`config.mk`:
```
export PLATFORM = sky130hd
export DESIGN_NAME = vpn_nest_unit
export DESIGN_NICKNAME = d
export VERILOG_FILES = /design/src/rtl/vpn_pkg.sv /design/src/rtl/vpn_mask_gen.sv /design/src/rtl/vpn_scan.sv /design/src/rtl/vpn_level_stack.sv /design/src/rtl/vpn_nest_unit.sv
export SDC_FILE = /design/constraint.sdc
export NUM_CORES = 2
export LEC_CHECK = 0
export BUFFER_PORTS_ARGS = -buffer_cell sky130_fd_sc_hd__buf_2
export CORE_MARGIN = 2
export CORE_UTILIZATION = 35
export CTS_CLUSTER_SIZE = 30
export DETAILED_ROUTE_END_ITERATION = 12
export MAX_ROUTING_LAYER = met4
export PLACE_DENSITY_LB_ADDON = 0.2
export SYNTH_ARGS = -nofsm -noshare
export SYNTH_HDL_FRONTEND = slang
export SYNTH_HIERARCHICAL = 1
export SYNTH_SLANG_ARGS = --single-unit
```
`constraint.sdc`:
```
create_clock -name clk -period 12.75 [get_ports clk]
set_clock_uncertainty 0.2 [all_clocks]
set_input_delay 0.6375 -clock clk [delete_from_list [all_inputs] [get_ports clk]]
set_output_delay 0.6375 -clock clk [all_outputs]
set_load 0.03 [all_outputs]
```
`src/rtl/vpn_pkg.sv`:
```
package vpn_pkg;

  // Byte offsets whose values the software-visible behaviour depends on
  localparam int unsigned OFS_VEC_CUR   = 32'h030;
  localparam int unsigned OFS_VEC_DEF   = 32'h034;
  localparam int unsigned OFS_SLOT_ADDR = 32'h100;
  localparam int unsigned OFS_SLOT_CTL  = 32'h200;

  // Slot control byte layout
  localparam int unsigned CTL_EN_BIT = 5;
  localparam int unsigned CTL_W      = 8;

  typedef enum logic [2:0] {
    K_NONE,
    K_VEC_CUR,
    K_VEC_DEF,
    K_SLOT_ADDR,
    K_SLOT_CTL
  } acc_kind_e;

endpackage

```
`src/rtl/vpn_mask_gen.sv`:
```
module vpn_mask_gen #(
  parameter int unsigned NUM_SLOTS = 16,
  parameter int unsigned NUM_SRC   = 32,
  parameter int unsigned SRC_W     = 5
) (
  input  logic [NUM_SLOTS-1:0]               slot_en,
  input  logic [NUM_SLOTS-1:0][SRC_W-1:0]    slot_src,
  output logic [NUM_SLOTS+1:0][NUM_SRC-1:0]  lvl_mask
);

  logic [NUM_SLOTS-1:0][NUM_SRC-1:0] claim;

  // One-hot source claimed by each enabled slot
  for (genvar g = 0; g < NUM_SLOTS; g++) begin : g_claim
    assign claim[g] = slot_en[g] ? (NUM_SRC'(1) << slot_src[g]) : '0;
  end

  // Gate of level L = sources of enabled slots ranked above L; idle passes all
  always_comb begin
    lvl_mask[0] = '0;
    for (int i = 1; i <= NUM_SLOTS; i++) begin
      lvl_mask[i] = lvl_mask[i-1] | claim[i-1];
    end
    lvl_mask[NUM_SLOTS+1] = '1;
  end

endmodule

```
`src/rtl/vpn_scan.sv`:
```
module vpn_scan #(
  parameter int unsigned NUM_SLOTS = 16,
  parameter int unsigned NUM_SRC   = 32,
  parameter int unsigned LVL_W     = 5
) (
  input  logic [NUM_SRC-1:0]                 raw_pend,
  input  logic [NUM_SLOTS+1:0][NUM_SRC-1:0]  lvl_mask,
  input  logic [LVL_W-1:0]                   cur_lvl,
  output logic                               found,
  output logic [LVL_W-1:0]                   hit_lvl
);

  logic [NUM_SLOTS:0] hit;

  // Level g wins when it outranks the level in service and a pending
  // source falls inside the gate of the level just below it
  for (genvar g = 0; g <= NUM_SLOTS; g++) begin : g_hit
    assign hit[g] = (LVL_W'(g) < cur_lvl) && (|(raw_pend & lvl_mask[g+1]));
  end

  always_comb begin
    found   = 1'b0;
    hit_lvl = '0;
    for (int i = NUM_SLOTS; i >= 0; i--) begin
      if (hit[i]) begin
        found   = 1'b1;
        hit_lvl = LVL_W'(i);
      end
    end
  end

  logic unused_lvl0;
  assign unused_lvl0 = ^lvl_mask[0];

endmodule

```
`src/rtl/vpn_level_stack.sv`:
```
module vpn_level_stack #(
  parameter int unsigned NUM_SLOTS = 16,
  parameter int unsigned LVL_W     = 5
) (
  input  logic             clk,
  input  logic             rst_n,
  input  logic             enter,
  input  logic [LVL_W-1:0] enter_lvl,
  input  logic             leave,
  output logic [LVL_W-1:0] cur_lvl,
  output logic [LVL_W-1:0] prev_of_cur
);

  localparam int unsigned IDLE    = NUM_SLOTS + 1;
  localparam int unsigned ENTRIES = IDLE + 1;

  logic [LVL_W-1:0] cur_q;
  logic [LVL_W-1:0] prev_q [ENTRIES];

  always_ff @(posedge clk) begin
    if (!rst_n) begin
      cur_q <= LVL_W'(IDLE);
      for (int i = 0; i < ENTRIES; i++) prev_q[i] <= LVL_W'(IDLE);
    end else if (enter) begin
      prev_q[enter_lvl] <= cur_q;
      cur_q             <= enter_lvl;
    end else if (leave && (cur_q != LVL_W'(IDLE))) begin
      cur_q <= prev_q[cur_q];
    end
  end

  assign cur_lvl     = cur_q;
  assign prev_of_cur = prev_q[cur_q];

endmodule

```
`src/rtl/vpn_nest_unit.sv`:
```
module vpn_nest_unit #(
  parameter int unsigned NUM_SLOTS = 16,
  parameter int unsigned NUM_SRC   = 32,
  parameter int unsigned DW        = 32,
  parameter int unsigned AW        = 12
) (
  input  logic               clk,
  input  logic               rst_n,
  input  logic [NUM_SRC-1:0] raw_pend,
  input  logic [NUM_SRC-1:0] irq_pend,
  input  logic               acc_en,
  input  logic               acc_wr,
  input  logic [AW-1:0]      acc_addr,
  input  logic [DW-1:0]      acc_wdata,
  output logic               rd_valid,
  output logic [DW-1:0]      rd_data,
  output logic               irq_out
);
  import vpn_pkg::*;

  localparam int unsigned SRC_W  = (NUM_SRC > 1) ? $clog2(NUM_SRC) : 1;
  localparam int unsigned SLOT_W = (NUM_SLOTS > 1) ? $clog2(NUM_SLOTS) : 1;
  localparam int unsigned LVL_W  = $clog2(NUM_SLOTS + 2);
  localparam int unsigned IDLE   = NUM_SLOTS + 1;
  localparam logic [AW-1:0] A_BASE = AW'(OFS_SLOT_ADDR);
  localparam logic [AW-1:0] C_BASE = AW'(OFS_SLOT_CTL);
  localparam logic [AW-1:0] WIN    = AW'(4 * NUM_SLOTS);

  // Storage: entry NUM_SLOTS of the address array is the default vector
  logic [DW-1:0]                   vec_q [NUM_SLOTS+1];
  logic [NUM_SLOTS-1:0][CTL_W-1:0] ctl_q;

  // Address decode
  acc_kind_e        kind;
  logic [AW-1:0]    off_a, off_c;
  logic [SLOT_W-1:0] sel_a, sel_c;

  assign off_a = acc_addr - A_BASE;
  assign off_c = acc_addr - C_BASE;
  assign sel_a = off_a[SLOT_W+1:2];
  assign sel_c = off_c[SLOT_W+1:2];

  always_comb begin
    kind = K_NONE;
    if (acc_addr[AW-1:2] == AW'(OFS_VEC_CUR) >> 2)      kind = K_VEC_CUR;
    else if (acc_addr[AW-1:2] == AW'(OFS_VEC_DEF) >> 2) kind = K_VEC_DEF;
    else if (acc_addr >= A_BASE && acc_addr < A_BASE + WIN) kind = K_SLOT_ADDR;
    else if (acc_addr >= C_BASE && acc_addr < C_BASE + WIN) kind = K_SLOT_CTL;
  end

  // Slot fields
  logic [NUM_SLOTS-1:0]            slot_en;
  logic [NUM_SLOTS-1:0][SRC_W-1:0] slot_src;

  for (genvar g = 0; g < NUM_SLOTS; g++) begin : g_fields
    assign slot_en[g]  = ctl_q[g][CTL_EN_BIT];
    assign slot_src[g] = ctl_q[g][SRC_W-1:0];
  end

  logic [NUM_SLOTS+1:0][NUM_SRC-1:0] lvl_mask;

  vpn_mask_gen #(
    .NUM_SLOTS(NUM_SLOTS), .NUM_SRC(NUM_SRC), .SRC_W(SRC_W)
  ) u_mask (
    .slot_en  (slot_en),
    .slot_src (slot_src),
    .lvl_mask (lvl_mask)
  );

  logic [LVL_W-1:0] cur_lvl, prev_of_cur, hit_lvl;
  logic             found;

  vpn_scan #(
    .NUM_SLOTS(NUM_SLOTS), .NUM_SRC(NUM_SRC), .LVL_W(LVL_W)
  ) u_scan (
    .raw_pend (raw_pend),
    .lvl_mask (lvl_mask),
    .cur_lvl  (cur_lvl),
    .found    (found),
    .hit_lvl  (hit_lvl)
  );

  logic is_vec_cur, enter, leave;
  assign is_vec_cur = (kind == K_VEC_CUR);
  assign enter      = acc_en && !acc_wr && is_vec_cur && found;
  assign leave      = acc_en &&  acc_wr && is_vec_cur;

  vpn_level_stack #(
    .NUM_SLOTS(NUM_SLOTS), .LVL_W(LVL_W)
  ) u_stack (
    .clk         (clk),
    .rst_n       (rst_n),
    .enter       (enter),
    .enter_lvl   (hit_lvl),
    .leave       (leave),
    .cur_lvl     (cur_lvl),
    .prev_of_cur (prev_of_cur)
  );

  // Address returned by a current-vector read
  logic [LVL_W-1:0] ret_idx;
  always_comb begin
    if (found)                        ret_idx = hit_lvl;
    else if (cur_lvl == LVL_W'(IDLE)) ret_idx = LVL_W'(NUM_SLOTS);
    else                              ret_idx = cur_lvl;
  end

  // Register writes
  always_ff @(posedge clk) begin
    if (!rst_n) begin
      for (int i = 0; i <= NUM_SLOTS; i++) vec_q[i] <= '0;
      ctl_q <= '0;
    end else if (acc_en && acc_wr) begin
      case (kind)
        K_VEC_DEF:   vec_q[NUM_SLOTS] <= acc_wdata;
        K_SLOT_ADDR: vec_q[sel_a]     <= acc_wdata;
        K_SLOT_CTL:  ctl_q[sel_c]     <= acc_wdata[CTL_W-1:0];
        default: ;
      endcase
    end
  end

  // Read path
  logic [DW-1:0] rd_nxt;
  always_comb begin
    case (kind)
      K_VEC_CUR:   rd_nxt = vec_q[ret_idx];
      K_VEC_DEF:   rd_nxt = vec_q[NUM_SLOTS];
      K_SLOT_ADDR: rd_nxt = vec_q[sel_a];
      K_SLOT_CTL:  rd_nxt = DW'(ctl_q[sel_c]);
      default:     rd_nxt = '0;
    endcase
  end

  always_ff @(posedge clk) begin
    if (!rst_n) begin
      rd_valid <= 1'b0;
      rd_data  <= '0;
      irq_out  <= 1'b0;
    end else begin
      rd_valid <= acc_en && !acc_wr;
      if (acc_en && !acc_wr) rd_data <= rd_nxt;
      irq_out  <= |(irq_pend & lvl_mask[cur_lvl]);
    end
  end

  logic unused_bits;
  assign unused_bits = ^{off_a, off_c, acc_addr[1:0], ctl_q};

endmodule

```
==> flow_metrics.env <==
export IMPL_dp_hpwl_mm=238
export IMPL_layout_drive_gt1_share_pct=16.0
export IMPL_n_fill_cell=21700
export IMPL_crit_end="rd_data[7]"
export IMPL_max_freq_ghz=0.108
export IMPL_yosys_warnings=6
export IMPL_dieArea_sq_um=227000
export IMPL_drtIter0Drc=8452
export IMPL_busiest_layer="met2"
export IMPL_fp_dieH_microns=476
export IMPL_path_class="register to register"
export IMPL_p_clk_share_pct=43.4
export IMPL_arrival_ns=9.72
export IMPL_grt_met2_usage_pct=47.3
export IMPL_drv_slew=0
export IMPL_setup_viol=0
export IMPL_fin_crit_sh_pct=72.3
export IMPL_cts_tree="built"
export IMPL_rrSetupSlack_ns=3.53
export IMPL_cts_setup_buffers=0
export IMPL_outcome="finished, final reports clean"
export IMPL_netSwitchingFraction_pct=23.5
export IMPL_vias_per_cell=6.02
export IMPL_syn_area_sq_um=78100
export IMPL_startpoint="ctl_q[2]"
export IMPL_holdWs_ns=0.0905
export IMPL_p_leak_nw=32.0
export IMPL_cts_buffers=154
export IMPL_clock_sinks=1356
export IMPL_route_vias_total=61400
export IMPL_worstMarginPinSlew_ns=1.38
export IMPL_fin_crit_ns=9.22
export IMPL_num_rows=173
export IMPL_antenna_found_initial=22
export IMPL_critPathRequiredTime_ns=13.25
export IMPL_wl_mm=352
export IMPL_cts_hold_repair_buffers=0
export IMPL_use_met1_pct=41.1
export IMPL_final_antenna_net_count=0
export IMPL_clk_pin_slew_worst_paths_ns=0.07
export IMPL_cts_resized=0
export IMPL_dr_pass1_iters=9
export IMPL_final_common_cell="edfxtp_1"
export IMPL_crit_path_start_kind="register"
export IMPL_max_slew_margin_rel_pct=6.56
export IMPL_grt_pass1_wl_mm=483
export IMPL_maxCapViolCount=0
export IMPL_globalplace_congestion=1.06
export IMPL_endpoint_kind="register"
export IMPL_port_buffers=143
export IMPL_clockBufferDepth=3
export IMPL_p_int_mw=7.78
export IMPL_crit_fanout=85
export IMPL_seq_area_sq_um=39000
export IMPL_combPwrFrac_pct=6.2
export IMPL_final_cell_mix="edfxtp_1, nand2_1, and2_1"
export IMPL_postSynthAreaPerCell_sq_um=11.7
export IMPL_overflow=0
export IMPL_area_delta_synth_final_pct=13.5
export IMPL_powerDensity_nw_per_um2=115
export IMPL_p_switching_mw=2.39
export IMPL_root_buffer="clkbuf_16"
export IMPL_start_util_pct=35.2
export IMPL_reg2regPathDepth=21
export IMPL_grt_pass1_vias=59400
export IMPL_drc=0
export IMPL_hp_class="input pin to register"
export IMPL_placed_area_sq_um=83600
export IMPL_rsz0062_at_grt="false"
export IMPL_h_tree_depth=4
export IMPL_grt_use_total_pct=31.0
export IMPL_finalNetCount=7188
export IMPL_clkLatencyLatePin_ns=0.84
export IMPL_grt_max_degree=116
export IMPL_timing_rr_end="rd_data[7]"
export IMPL_rr_startpoint="ctl_q[2]"
export IMPL_seq_power_share_pct=50.4
export IMPL_vdd_drop_max_v=0.000135
export IMPL_multi_input_area_sq_um=38200
export IMPL_hold_viol=0
export IMPL_core_area_sq_um=222000
export IMPL_setup_tns_ns=0
export IMPL_io_pin_count=146
export IMPL_design_area_sq_um=88600
export IMPL_avgRoutedWirePerCell_microns=34.5
export IMPL_synthCells=6687
export IMPL_die_x_microns=476
export IMPL_grtUsageMet3_pct=4.87
## power by group through the flow
stage	Sequential, mW	Clock, mW	Combinational, mW
after floorplan	5.20	0	0.381
after global placement	5.21	0	0.618
after detailed placement	5.22	0	0.619
after CTS	5.13	4.51	0.621
after global routing	5.15	4.65	0.660
final	5.13	4.41	0.628
## worst min-delay path by stage
| stage | start | endpoint | slack (ns) | cells past startpoint |
|---|---|---|---|---|
| after global routing | acc_wdata[26] | vec_q[22][26] | 0.09 | 1 |
| after CTS | acc_wdata[9] | vec_q[21][9] | 0.06 | 1 |
| final | acc_wdata[28] | vec_q[29][28] | 0.09 | 1 |
| after global placement | ctl_q[22] | ctl_q[22] | 0.24 | 2 |
| after detailed placement | ctl_q[46] | ctl_q[46] | 0.25 | 2 |
| after floorplan | ctl_q[22] | ctl_q[22] | 0.23 | 2 |
## registers in the layout, summed over array words and instances, names as in the netlist, named ones only
| register | cells |
|---|---|
| ctl_q | 128 |
| irq_out | 1 |
| rd_data | 32 |
| rd_valid | 1 |
| u_stack/cur_lvl | 5 |
| u_stack/prev_q | 160 |
| vec_q | 1024 |
## layer usage
| layer | share of wire [%] | wire length [microns] | up-vias |
|---|---|---|---|
| li1 | - | - | 25900 |
| met1 | 42 | 148000 | 31500 |
| met2 | 45 | 159000 | 3180 |
| met5 | 0 | 0 | - |
| met4 | 5.0 | 17700 | 0 |
| met3 | 7.7 | 27100 | 754 |
## critical path: stages (launching register included)
cell and delay (ns):
dfxtp_1 0.36, nand2_1 0.64, o22ai_1 0.40, nand4b_1 0.83, nor2_2 0.61, nand4_1 0.50, a22oi_1 0.31, nand4_1 0.14
nor4_1 0.88, o2bb2ai_1 0.19, nor3b_1 0.28, and3_1 0.38, nand3b_1 0.12, buf_4 0.25, nor2b_1 0.24, a22o_4 0.60
buf_12 0.57, mux2i_1 0.16, o221ai_1 0.26, a21oi_1 0.11, or4_1 0.65, a221oi_1 0.29
## area by class of cell
class / instances / share of cell area (%)
antenna: 13 / 0.0367
clock buffer: 202 / 4.77
clock inverter: 83 / 0.889
inverter: 140 / 0.598
multi-input combinational: 5106 / 43.0
sequential: 1356 / 44.0
tap: 2975 / 4.20
timing repair buffer: 318 / 2.46
## stage by stage
stage          setup WS [ns]  power [mW]  std cells  util, %
4_1_cts                 3.54        10.3      10200     39.9
5_1_grt                 3.04        10.5      10200     39.9
3_5_place_dp            3.54        5.84       9894     37.6
6_report                3.53        10.2      10200     39.9
2_1_floorplan           7.27        5.58       7228        -
3_3_place_gp            3.57        5.82       9894     37.6
Power figures use the tool's default switching activity.
